### src/rtl/fpg_pkg.sv
package fpg_pkg;

    typedef enum logic {
        MODE_MSG = 1'b0,
        MODE_REC = 1'b1
    } fpg_mode_e;

    localparam logic [1:0] STY_MSG_END   = 2'd0;
    localparam logic [1:0] STY_MSG_SPAN  = 2'd1;
    localparam logic [1:0] STY_REC_EARLY = 2'd0;
    localparam logic [1:0] STY_REC_FIRST = 2'd1;
    localparam logic [1:0] STY_REC_EACH  = 2'd2;
    localparam logic [1:0] STY_REC_SECND = 2'd3;

    typedef struct packed {
        logic valid;
        logic first;
        logic last;
        logic buf_idx;
    } fpg_tag_t;

endpackage

### src/rtl/fpg_sample_pipe.sv
module fpg_sample_pipe
    import fpg_pkg::*;
#(
    parameter int DATA_W = 32
) (
    input  logic              clk_i,
    input  logic              rst_ni,
    input  logic              soft_rst_i,
    input  fpg_tag_t          in_tag_i,
    input  logic [DATA_W-1:0] in_data_i,
    output fpg_tag_t          s1_tag_o,
    output logic              out_valid_o,
    output logic [DATA_W-1:0] out_data_o
);

    typedef struct packed {
        fpg_tag_t          s1_tag;
        logic [DATA_W-1:0] s1_data;
        logic              o_valid;
        logic [DATA_W-1:0] o_data;
    } pipe_st_t;

    pipe_st_t st_d, st_q;

    always_comb begin
        st_d         = st_q;
        st_d.s1_tag  = in_tag_i;
        st_d.s1_data = in_data_i;
        st_d.o_valid = st_q.s1_tag.valid;
        if (st_q.s1_tag.valid) begin
            st_d.o_data = st_q.s1_data;
        end
        if (soft_rst_i) begin
            st_d = '0;
        end
    end

    always_ff @(posedge clk_i or negedge rst_ni) begin
        if (!rst_ni) begin
            st_q <= '0;
        end else begin
            st_q <= st_d;
        end
    end

    assign s1_tag_o    = st_q.s1_tag;
    assign out_valid_o = st_q.o_valid;
    assign out_data_o  = st_q.o_data;

endmodule

### src/rtl/fpg_buf_track.sv
module fpg_buf_track
    import fpg_pkg::*;
#(
    parameter int ADDR_W = 32
) (
    input  logic              clk_i,
    input  logic              rst_ni,
    input  logic              soft_rst_i,
    input  fpg_tag_t          s1_tag_i,
    input  logic [ADDR_W-1:0] base0_i,
    input  logic [ADDR_W-1:0] base1_i,
    output logic              in_buf_o,
    output logic              in_buf2_o,
    output logic [ADDR_W-1:0] base_o
);

    localparam logic [ADDR_W-1:0] ALIGN_MASK = ~ADDR_W'(3);

    typedef struct packed {
        logic              open;
        logic              cur_buf;
        logic [ADDR_W-1:0] base;
    } trk_st_t;

    trk_st_t st_d, st_q;
    logic    starts_w;
    logic    eff_buf_w;
    logic    in_buf_w;

    always_comb begin
        starts_w  = s1_tag_i.valid & s1_tag_i.first;
        in_buf_w  = s1_tag_i.valid ? (starts_w | st_q.open) : st_q.open;
        eff_buf_w = starts_w ? s1_tag_i.buf_idx : st_q.cur_buf;

        st_d         = st_q;
        st_d.cur_buf = eff_buf_w;
        if (s1_tag_i.valid) begin
            st_d.open = in_buf_w & ~s1_tag_i.last;
            st_d.base = (s1_tag_i.buf_idx ? base1_i : base0_i) & ALIGN_MASK;
        end
        if (soft_rst_i) begin
            st_d = '0;
        end
    end

    always_ff @(posedge clk_i or negedge rst_ni) begin
        if (!rst_ni) begin
            st_q <= '0;
        end else begin
            st_q <= st_d;
        end
    end

    assign in_buf_o  = in_buf_w;
    assign in_buf2_o = in_buf_w & eff_buf_w;
    assign base_o    = st_q.base;

    assert_base_hold_R8: assert property (@(posedge clk_i) disable iff (!rst_ni)
        (!s1_tag_i.valid && !soft_rst_i) |=> $stable(base_o));

endmodule

### src/rtl/fpg_marker_shape.sv
module fpg_marker_shape
    import fpg_pkg::*;
(
    input  logic      clk_i,
    input  logic      rst_ni,
    input  logic      soft_rst_i,
    input  fpg_mode_e mode_i,
    input  logic [1:0] style_i,
    input  logic      early_hit_i,
    input  logic      s1_valid_i,
    input  logic      s1_first_i,
    input  logic      s1_last_i,
    input  logic      in_buf_i,
    input  logic      in_buf2_i,
    output logic      marker_o
);

    logic marker_d, marker_q;

    always_comb begin
        marker_d = 1'b0;
        if (mode_i == MODE_MSG) begin
            if (style_i[0]) begin
                marker_d = s1_valid_i;
            end else begin
                marker_d = s1_valid_i & s1_last_i;
            end
        end else begin
            case (style_i)
                STY_REC_EARLY: marker_d = early_hit_i;
                STY_REC_FIRST: marker_d = s1_valid_i & s1_first_i;
                STY_REC_EACH:  marker_d = in_buf_i;
                default:       marker_d = in_buf2_i;
            endcase
        end
        if (soft_rst_i) begin
            marker_d = 1'b0;
        end
    end

    always_ff @(posedge clk_i or negedge rst_ni) begin
        if (!rst_ni) begin
            marker_q <= 1'b0;
        end else begin
            marker_q <= marker_d;
        end
    end

    assign marker_o = marker_q;

endmodule

### src/rtl/fpg_frame_marker.sv
module fpg_frame_marker
    import fpg_pkg::*;
#(
    parameter int DATA_W = 32,
    parameter int ADDR_W = 32
) (
    input  logic              clk_i,
    input  logic              rst_ni,
    input  logic              soft_rst_i,
    input  logic              mode_i,
    input  logic [1:0]        style_i,
    input  logic              smp_valid_i,
    input  logic              smp_first_i,
    input  logic              smp_last_i,
    input  logic              smp_buf_i,
    input  logic [DATA_W-1:0] smp_data_i,
    input  logic [ADDR_W-1:0] base0_i,
    input  logic [ADDR_W-1:0] base1_i,
    output logic [DATA_W-1:0] data_o,
    output logic              valid_o,
    output logic              marker_o,
    output logic [ADDR_W-1:0] base_o
);

    fpg_tag_t  in_tag_w;
    fpg_tag_t  s1_tag_w;
    fpg_mode_e mode_w;
    logic      in_buf_w;
    logic      in_buf2_w;
    logic      early_hit_w;

    assign in_tag_w    = '{valid: smp_valid_i, first: smp_first_i,
                           last: smp_last_i, buf_idx: smp_buf_i};
    assign mode_w      = fpg_mode_e'(mode_i);
    assign early_hit_w = smp_valid_i & smp_first_i;

    fpg_sample_pipe #(.DATA_W(DATA_W)) pipe_i (
        .clk_i       (clk_i),
        .rst_ni      (rst_ni),
        .soft_rst_i  (soft_rst_i),
        .in_tag_i    (in_tag_w),
        .in_data_i   (smp_data_i),
        .s1_tag_o    (s1_tag_w),
        .out_valid_o (valid_o),
        .out_data_o  (data_o)
    );

    fpg_buf_track #(.ADDR_W(ADDR_W)) track_i (
        .clk_i      (clk_i),
        .rst_ni     (rst_ni),
        .soft_rst_i (soft_rst_i),
        .s1_tag_i   (s1_tag_w),
        .base0_i    (base0_i),
        .base1_i    (base1_i),
        .in_buf_o   (in_buf_w),
        .in_buf2_o  (in_buf2_w),
        .base_o     (base_o)
    );

    fpg_marker_shape shape_i (
        .clk_i       (clk_i),
        .rst_ni      (rst_ni),
        .soft_rst_i  (soft_rst_i),
        .mode_i      (mode_w),
        .style_i     (style_i),
        .early_hit_i (early_hit_w),
        .s1_valid_i  (s1_tag_w.valid),
        .s1_first_i  (s1_tag_w.first),
        .s1_last_i   (s1_tag_w.last),
        .in_buf_i    (in_buf_w),
        .in_buf2_i   (in_buf2_w),
        .marker_o    (marker_o)
    );

    assert_pipe_lat_R1: assert property (@(posedge clk_i) disable iff (!rst_ni)
        !$past(soft_rst_i) |-> (valid_o == $past(s1_tag_w.valid)));

    assert_srst_clear_R9: assert property (@(posedge clk_i) disable iff (!rst_ni)
        soft_rst_i |=> (!marker_o && !valid_o));

    assert_end_on_valid_R2: assert property (@(posedge clk_i) disable iff (!rst_ni)
        (mode_i == 1'b0 && !style_i[0] && $stable(mode_i) && $stable(style_i) && marker_o)
            |-> valid_o);

    assert_span_eq_R3: assert property (@(posedge clk_i) disable iff (!rst_ni)
        (mode_i == 1'b0 && style_i[0] && $stable(mode_i) && $stable(style_i))
            |-> (marker_o == valid_o));

    assert_early_lead_R4: assert property (@(posedge clk_i) disable iff (!rst_ni)
        (mode_i == 1'b1 && style_i == 2'd0 && $stable(mode_i) && $stable(style_i)
            && marker_o && !soft_rst_i) |=> valid_o);

endmodule

### config.mk
export PLATFORM = sky130hd
export DESIGN_NAME = fpg_frame_marker
export DESIGN_NICKNAME = d
export VERILOG_FILES = /design/src/rtl/fpg_pkg.sv /design/src/rtl/fpg_sample_pipe.sv /design/src/rtl/fpg_buf_track.sv /design/src/rtl/fpg_marker_shape.sv /design/src/rtl/fpg_frame_marker.sv
export SDC_FILE = /design/constraint.sdc
export NUM_CORES = 1
export LEC_CHECK = 0
export BUFFER_PORTS_ARGS = -buffer_cell sky130_fd_sc_hd__clkbuf_2
export CAP_MARGIN = 20
export CORE_ASPECT_RATIO = 1.75
export CORE_MARGIN = 2
export CORE_UTILIZATION = 51
export CTS_BUF_LIST = sky130_fd_sc_hd__clkbuf_2
export DETAILED_ROUTE_END_ITERATION = 7
export PLACE_DENSITY = 0.82
export SYNTH_ARGS = -nofsm -noshare
export SYNTH_HDL_FRONTEND = slang
export SYNTH_HIERARCHICAL = 1
export SYNTH_SLANG_ARGS = --single-unit
### constraint.sdc
create_clock -name clk_i -period 1.9 [get_ports clk_i]
set_clock_uncertainty 0.05 [all_clocks]
set_input_delay 0.57 -clock clk_i [delete_from_list [all_inputs] [get_ports clk_i]]
set_output_delay 0.57 -clock clk_i [all_outputs]
set_load 0.1 [all_outputs]
[Yosys cells after proc, flatten, opt, wreduce, memory -nomap -nowiden]
Cells that the tools add are included.
Word-level totals
  bits of input ports: 106
  word-level logic and storage cells: 34
  register bits: 104
  output and inout bits: 66
Operators by class
  mux-type cells: 12
  equality and inequality tests: 2
  reductions and logical operators: 2
  bitwise operators: 7
Operators with widths (number)
  $mux 32: 3
  $mux 69: 1
  $mux 34: 1
  $mux 1: 6
  $and 1x1->1: 5
  $pmux 1 s3: 1
  $eq 2x1->1 const B: 1
  $eq 2x2->1 const B: 1
  $logic_not 2->1: 1
  $reduce_bool 2->1: 1
  $not 1->1: 1
  $or 1x1->1: 1

[Longest topological paths before layout]
Gate-level depths: netlist (run 1).
  depth after elaboration: 7
  depth in mapped cells: 8
  depth with buffers taken out: 5

[Hierarchy]
Netlist (run 1), hierarchy kept.
Modules (own cells, without submodules)
  fpg_sample_pipe: cells each 217, instances 1, area an instance 2776.4 um2
  fpg_buf_track: cells each 177, instances 1, area an instance 1845.5 um2
  fpg_marker_shape: cells each 10, instances 1, area an instance 77.6 um2
  fpg_frame_marker: cells each 1, instances 1, area an instance 6.3 um2

[Least setup slack after synthesis (run 1)]
No wires, ideal clock.
  path type: register -> output
  from: reg shape_i.marker_q (netlist: shape_i/marker_o)
  to: out marker_o
  required time: 1.280 ns
  stages on the path, launching flop included: 1
  path buffers: 0
  arrival time: 0.883 ns
  path slack: 0.397 ns
  path through: dfrtp_1
RTL lines
  from (decl): RTL line fpg_marker_shape.sv:18  | logic marker_d, marker_q;
  from (signal assigned): RTL line fpg_marker_shape.sv:45  | marker_q <= marker_d;
  to (decl): RTL line fpg_frame_marker.sv:21  | output logic marker_o,
No word-level cell between the ends.

[Worst setup path after layout (run 1)]
  from: reg track_i.st_q, in the netlist track_i/base_o[26]
  to: out base_o[26]
RTL lines
  from (decl): RTL line fpg_buf_track.sv:25  | trk_st_t st_d, st_q;
  from (signal assigned): RTL line fpg_buf_track.sv:50  | st_q <= st_d;
  to (decl): RTL line fpg_frame_marker.sv:22  | output logic [ADDR_W-1:0] base_o
No word-level cell between the ends.

==> impl_results.md, run 1 <==
* Via Count at 3199
* Critical path class: reg2out
* Asr flop ratio synth at 100%
* Worst-Skew Late Latency at 0.56 ns
* Peak Freq at 0.524 GHz
* Commonest cells post-synth: 102 x dfrtp_1, 69 x buf_4, 65 x nor2_1, 63 x mux2i_1, 37 x nor2b_1
* Clk buf depth at 2
* IO buf count at 165
* P&R area growth vs syn at 35.6%
* Final Slew Violations at 0
* First-pass GRT wire length at 15900 µm
* Multi-input logic area at 1420 µm²
* Main synth FF type: dfrtp_1
* H-Tree Depth at 3
* ANT cells at 0
* Io pins at 172
* Drt drc at 0
* Drt first pass iters at 4
* Worst hold path type: in2reg
* Largest net degree at the start of global routing at 57
* Initial DRC Count at 129
* Vias in the first global route at 3285
* Core Util, Final at 70.6%
* Ranking of synthesized cells by area: dfrtp_1 54%, mux2i_1 13%, buf_4 11%, nor2_1 5.2%, nor2b_1 4.9%
* CP required at 1.28 ns
* Post-synthesis sequential area ratio at 54.2%
* Die X at 76.6 µm
* Count of final setup violators at 2
* Total grt overflow at 0
* Hpwl dp at 6440 µm
* Die height at 131 µm
* Final min period at 1.91 ns
* Initial antenna violation count at 0
* Worst hold margin at 0.113 ns
* Sequential cell area at 2560 µm²
* Worst-path clk slew at 0.29 ns
* Fin nets at 631
* Avg Vias per Cell at 4.92
* Critical Path Start Type: flip-flop
* Gr usage total at 20.5%
* Initial Util at 52.1%
* Number of fill cells at 616
* Filler-free cell count of the finished design at 650
* Crit path arrival time at 1.29 ns
* Tcrit/Tclk final at 100%
* Final worst slack at -0.00899 ns
* Synth cell types at 21
* Leakage power at 3.11 nW
* Max Cap Viol at 0
* Slowest CP cell: dfrtp_1
* Yosys warns at 6
* Clk root buf: clkbuf_2
* Crit path capture type: output port
* Max rail drop VDD at 0.000496 V
* Post-synth EDFFs at 0
* Outcome: complete, but fails checks
* Post-Syn Instances at 405
* Hold Vio Cnt, Final at 0
* Die area at 10000 µm²
* Most common cell in the synthesized netlist: dfrtp_1
* Drt wl/cell at 16.2 µm
* GPL Wtd Cong at 0.806
* Area share of the largest cell type after synthesis at 54.2%
* Cell taking the most area after synthesis: dfrtp_1
* WL final at 10500 µm
* Core area at 9040 µm²
* Post-DRT Antenna Nets at 0
* Pwr Density at 713 nW/µm²
* CP Cell Sequence: clkbuf_16
* Violated checks: negative setup slack
* TritonCTS clock tree: yes
* Synthesized area per cell at 11.6 µm²
* CP peak stage delay at 0.48 ns
* Placed Cells at 606
* Post-synthesis register bit count at 102
* Layout cells sized above 1 at 41.3%
* CTS sink cnt at 102
* CP bufs+invs at 1
* RSZ-0062 raised after global routing: yes
* Setup WS pre-CTS at 0.465 ns
* CTS Buf Count at 9
* Mapped Area at 4710 µm²
* FP Rows at 46
* Top delay family on crit path: flip-flops
* Maximum fanout along the worst path at 2
[flip-flops by register name (all words and copies together), names as in the netlist]
| register | cells |
|---|---|
| pipe_i/out_data_o | 32 |
| pipe_i/out_valid_o | 1 |
| pipe_i/st_q | 32 |
| track_i/base_o | 30 |
| track_i/st_q | 2 |
| shape_i/marker_o | 1 |
| pipe_i/s1_tag_o | 4 |
[placed cells by master (no fill, tap or decap), types with 2 or more instances in the layout]
cell	instances
clkinv_2	2
buf_4	30
dfrtp_1	100
nor2_1	65
buf_12	31
nand2_1	2
mux2i_1	63
a211oi_1	30
a21oi_1	3
clkbuf_16	20
clkbuf_2	109
and2_1	2
nor2b_1	37
buf_8	20
conb_1	2
clkinv_4	3
[cells by family (layout without fill, tap and decap cells)]
logic type      after synthesis  after routing  synth area share (%)
simple gates                107            107                  10.6
flops                       102            102                  54.2
other cells                   1              2                0.0797
mux                          63             63                  13.4
buf+inv                      94            218                  15.7
compound gates               38             38                  5.98
[path summary, 6_finish.rpt]
kind                       slack, ns  depth (start not counted)                           endpoint                      startpoint
hold reg to reg                 0.47                          2   pipe_i/out_data_o[6]$_DFFE_PN0P_       pipe_i/st_q[39]$_DFF_PN0_
hold / removal                  0.11                          2          pipe_i/st_q[43]$_DFF_PN0_                  smp_data_i[10]
setup / recovery              -0.009                          1                         base_o[26]  track_i/base_o[26]$_DFFE_PN0P_
max in group asynchronous       0.94                          3  pipe_i/out_data_o[26]$_DFFE_PN0P_                          rst_ni
min in group asynchronous       0.32                          2  pipe_i/out_data_o[25]$_DFFE_PN0P_                          rst_ni
setup reg to reg                0.50                          4         shape_i/marker_o$_DFF_PN0_    pipe_i/s1_tag_o[3]$_DFF_PN0_
[final cells by class]
class	count	area share (%)
Multi-Input combinational cell	210	22.3
Sequential cell	102	40.1
Inverter	1	0.0588
Clock inverter	6	0.745
Timing Repair Buffer	201	33.7
Tap cell	120	2.35
Clock buffer	10	0.784
[per-stage QoR]
stage	cell area [µm²]	power (W)	TNS [ns]
after floorplan	4710	0.00323	0
after global placement	5110	0.00337	0
after detailed placement	5110	0.00340	0
after CTS	6050	0.00449	-0.655
after global routing	6380	0.00475	-1.84
final	6380	0.00455	-0.00936
[power breakdown]
part	total (W)	internal [W]	switching (W)
logic	0.00127	0.000485	0.000788
clock network	0.000913	0.000191	0.000721
registers	0.00236	0.00228	0.0000834
total	0.00455	0.00296	0.00159
[metal layers]
layer	routed length, µm	track usage (%)	vias to the layer above
li1	-	-	1511
met1	4070	23.8	1558
met2	5790	36.9	110
met3	397	3.77	20
met4	272	9.84	0
met5	0	0	-
[what timing repair did]
action | 4_1_cts | 5_1_grt
buffers inserted | 6 | 21
resized for setup | 148 | 66
endpoints found under the setup margin | 64 | 63
endpoints found under the hold margin | 17 | 0
hold buffers | 1 | 0
(Power assumes the default switching activity.)
==> run 2: changes to the inputs <==
--- a/config.mk
+++ b/config.mk
@@ -9,10 +9,10 @@
 export CAP_MARGIN = 20
 export CORE_ASPECT_RATIO = 1.75
 export CORE_MARGIN = 2
-export CORE_UTILIZATION = 51
+export CORE_UTILIZATION = 55
 export CTS_BUF_LIST = sky130_fd_sc_hd__clkbuf_2
 export DETAILED_ROUTE_END_ITERATION = 7
-export PLACE_DENSITY = 0.82
+export PLACE_DENSITY = 0.88
 export SYNTH_ARGS = -nofsm -noshare
 export SYNTH_HDL_FRONTEND = slang
 export SYNTH_HIERARCHICAL = 1
==> constraint.sdc (replaced) <==
create_clock -name clk_i -period 2.4 [get_ports clk_i]
set_clock_uncertainty 0.05 [all_clocks]
set_input_delay 0.72 -clock clk_i [delete_from_list [all_inputs] [get_ports clk_i]]
set_output_delay 0.72 -clock clk_i [all_outputs]
set_load 0.1 [all_outputs]
==> impl_results.md, run 2 (same netlist as run 1, synthesis figures left out) <==
* Outcome: finished clean
* Die height at 126 µm
* Final Slew Violations at 0
* Post_cts resized at 0
* Worst hold path type: in2async
* Initial DRC Count at 132
* Clk root buf: clkbuf_2
* Setup WS pre-CTS at 0.670 ns
* FP Rows at 44
* Worst-Skew Late Latency at 0.55 ns
* Critical Path Start Type: flip-flop
* IO buf count at 165
* Drt drc at 0
* Final worst slack at 0.201 ns
* CTS sink cnt at 102
* Post-layout total power at 0.00330 W
* CP Cell Sequence: clkbuf_2
* First-pass GRT wire length at 14000 µm
* Initial Util at 56.6%
* Leakage power at 2.66 nW
* Hpwl dp at 6290 µm
* CTS hold repair buffers at 0
* Slew @ Worst Pin at 0.600 ns
* Drt wl/cell at 14.1 µm
* Hold Vio Cnt, Final at 0
* Slowest CP cell: clkbuf_2
* Final min period at 2.20 ns
* Commonest non-fill, non-tap cell in the layout: clkbuf_2
* Core area at 8310 µm²
* Worst-path clk slew at 0.25 ns
* Core Util, Final at 61.6%
* Most frequent cells in the layout: 174 x clkbuf_2, 101 x dfrtp_1, 65 x nor2_1, 63 x mux2i_1, 37 x nor2b_1
* Multi-input logic area at 1420 µm²
* Number of fill cells at 678
* Via Count at 3017
* Max Cap Viol at 0
* Fin nets at 603
* Post-DRT Antenna Nets at 0
* Count of final setup violators at 0
* CP required at 1.63 ns
* Pwr Density at 644 nW/µm²
* RSZ-0062 raised after global routing: no
* Tcrit/Tclk final at 91.6%
* CP bufs+invs at 1
* Gr usage total at 19.5%
* Layout cells sized above 1 at 37.6%
* P&R area growth vs syn at 8.88%
* Largest net degree at the start of global routing at 53
* Total grt overflow at 0
* Slew margin rel. at 60.0%
* Postcts setup bufs at 0
* CP peak stage delay at 0.46 ns
* Maximum fanout along the worst path at 2
* Crit path arrival time at 1.43 ns
* Drt first pass iters at 4
* H-Tree Depth at 3
* Peak Freq at 0.455 GHz
* Avg Vias per Cell at 4.88
* Max rail drop VDD at 0.000366 V
* TritonCTS clock tree: yes
* Die X at 73.9 µm
* Die area at 9340 µm²
* GPL Wtd Cong at 0.785
* Crit path capture type: output port
* Critical path class: reg2out
* Vias in the first global route at 3107
* WL final at 8690 µm
* Clk buf depth at 2
* Initial antenna violation count at 1
* Setup tns final at 0 ns
* Top delay family on crit path: buffers and inverters
* CTS Buf Count at 9
* Io pins at 172
* Sequential cell area at 2560 µm²
run 2: layer usage:
metal  global-route usage, %  part of all wire, %
met1                    22.3                   40
met4                    9.95                  2.8
met5                       0                    0
met3                    3.97                  4.9
met2                    33.5                   53
run 2: path summary, 6_finish.rpt:
| kind | start | end | slack [ns] | cells past startpoint |
|---|---|---|---|---|
| min | rst_ni | pipe_i/st_q[51]$_DFF_PN0_ | 0.05 | 1 |
| min reg2reg | pipe_i/st_q[56]$_DFF_PN0_ | pipe_i/out_data_o[23]$_DFFE_PN0P_ | 0.47 | 2 |
| max reg2reg | pipe_i/s1_tag_o[3]$_DFF_PN0_ | pipe_i/out_data_o[28]$_DFFE_PN0P_ | 0.81 | 3 |
| max | pipe_i/out_data_o[5]$_DFFE_PN0P_ | data_o[5] | 0.20 | 1 |
| max in group asynchronous | rst_ni | pipe_i/out_data_o[28]$_DFFE_PN0P_ | 1.59 | 2 |
| min in group clk_i | smp_data_i[24] | pipe_i/st_q[57]$_DFF_PN0_ | 0.30 | 2 |
run 2: area by class of cell:
| type | count | area share (%) |
|---|---|---|
| flip-flops and latches | 102 | 49.9 |
| inverters | 1 | 0.0733 |
| clock inverters | 5 | 0.513 |
| well taps | 115 | 2.81 |
| repair buffers | 173 | 17.9 |
| multi-input cells | 210 | 27.7 |
| clock buffers | 11 | 1.07 |
| diodes | 1 | 0.0488 |
run 2: power by group:
part / switching (W) / internal [W]
logic: 0.000600 / 0.000193
registers: 0.0000394 / 0.00180
clock network: 0.000527 / 0.000138
run 2: through the flow:
stage	hold slack (ns)	instance area, µm²	instances
2_1_floorplan	0.374	4710	406
3_3_place_gp	0.423	5040	601
3_5_place_dp	0.432	5040	601
4_1_cts	0.0203	5120	617
5_1_grt	0.0228	5120	618
6_report	0.0494	5120	618
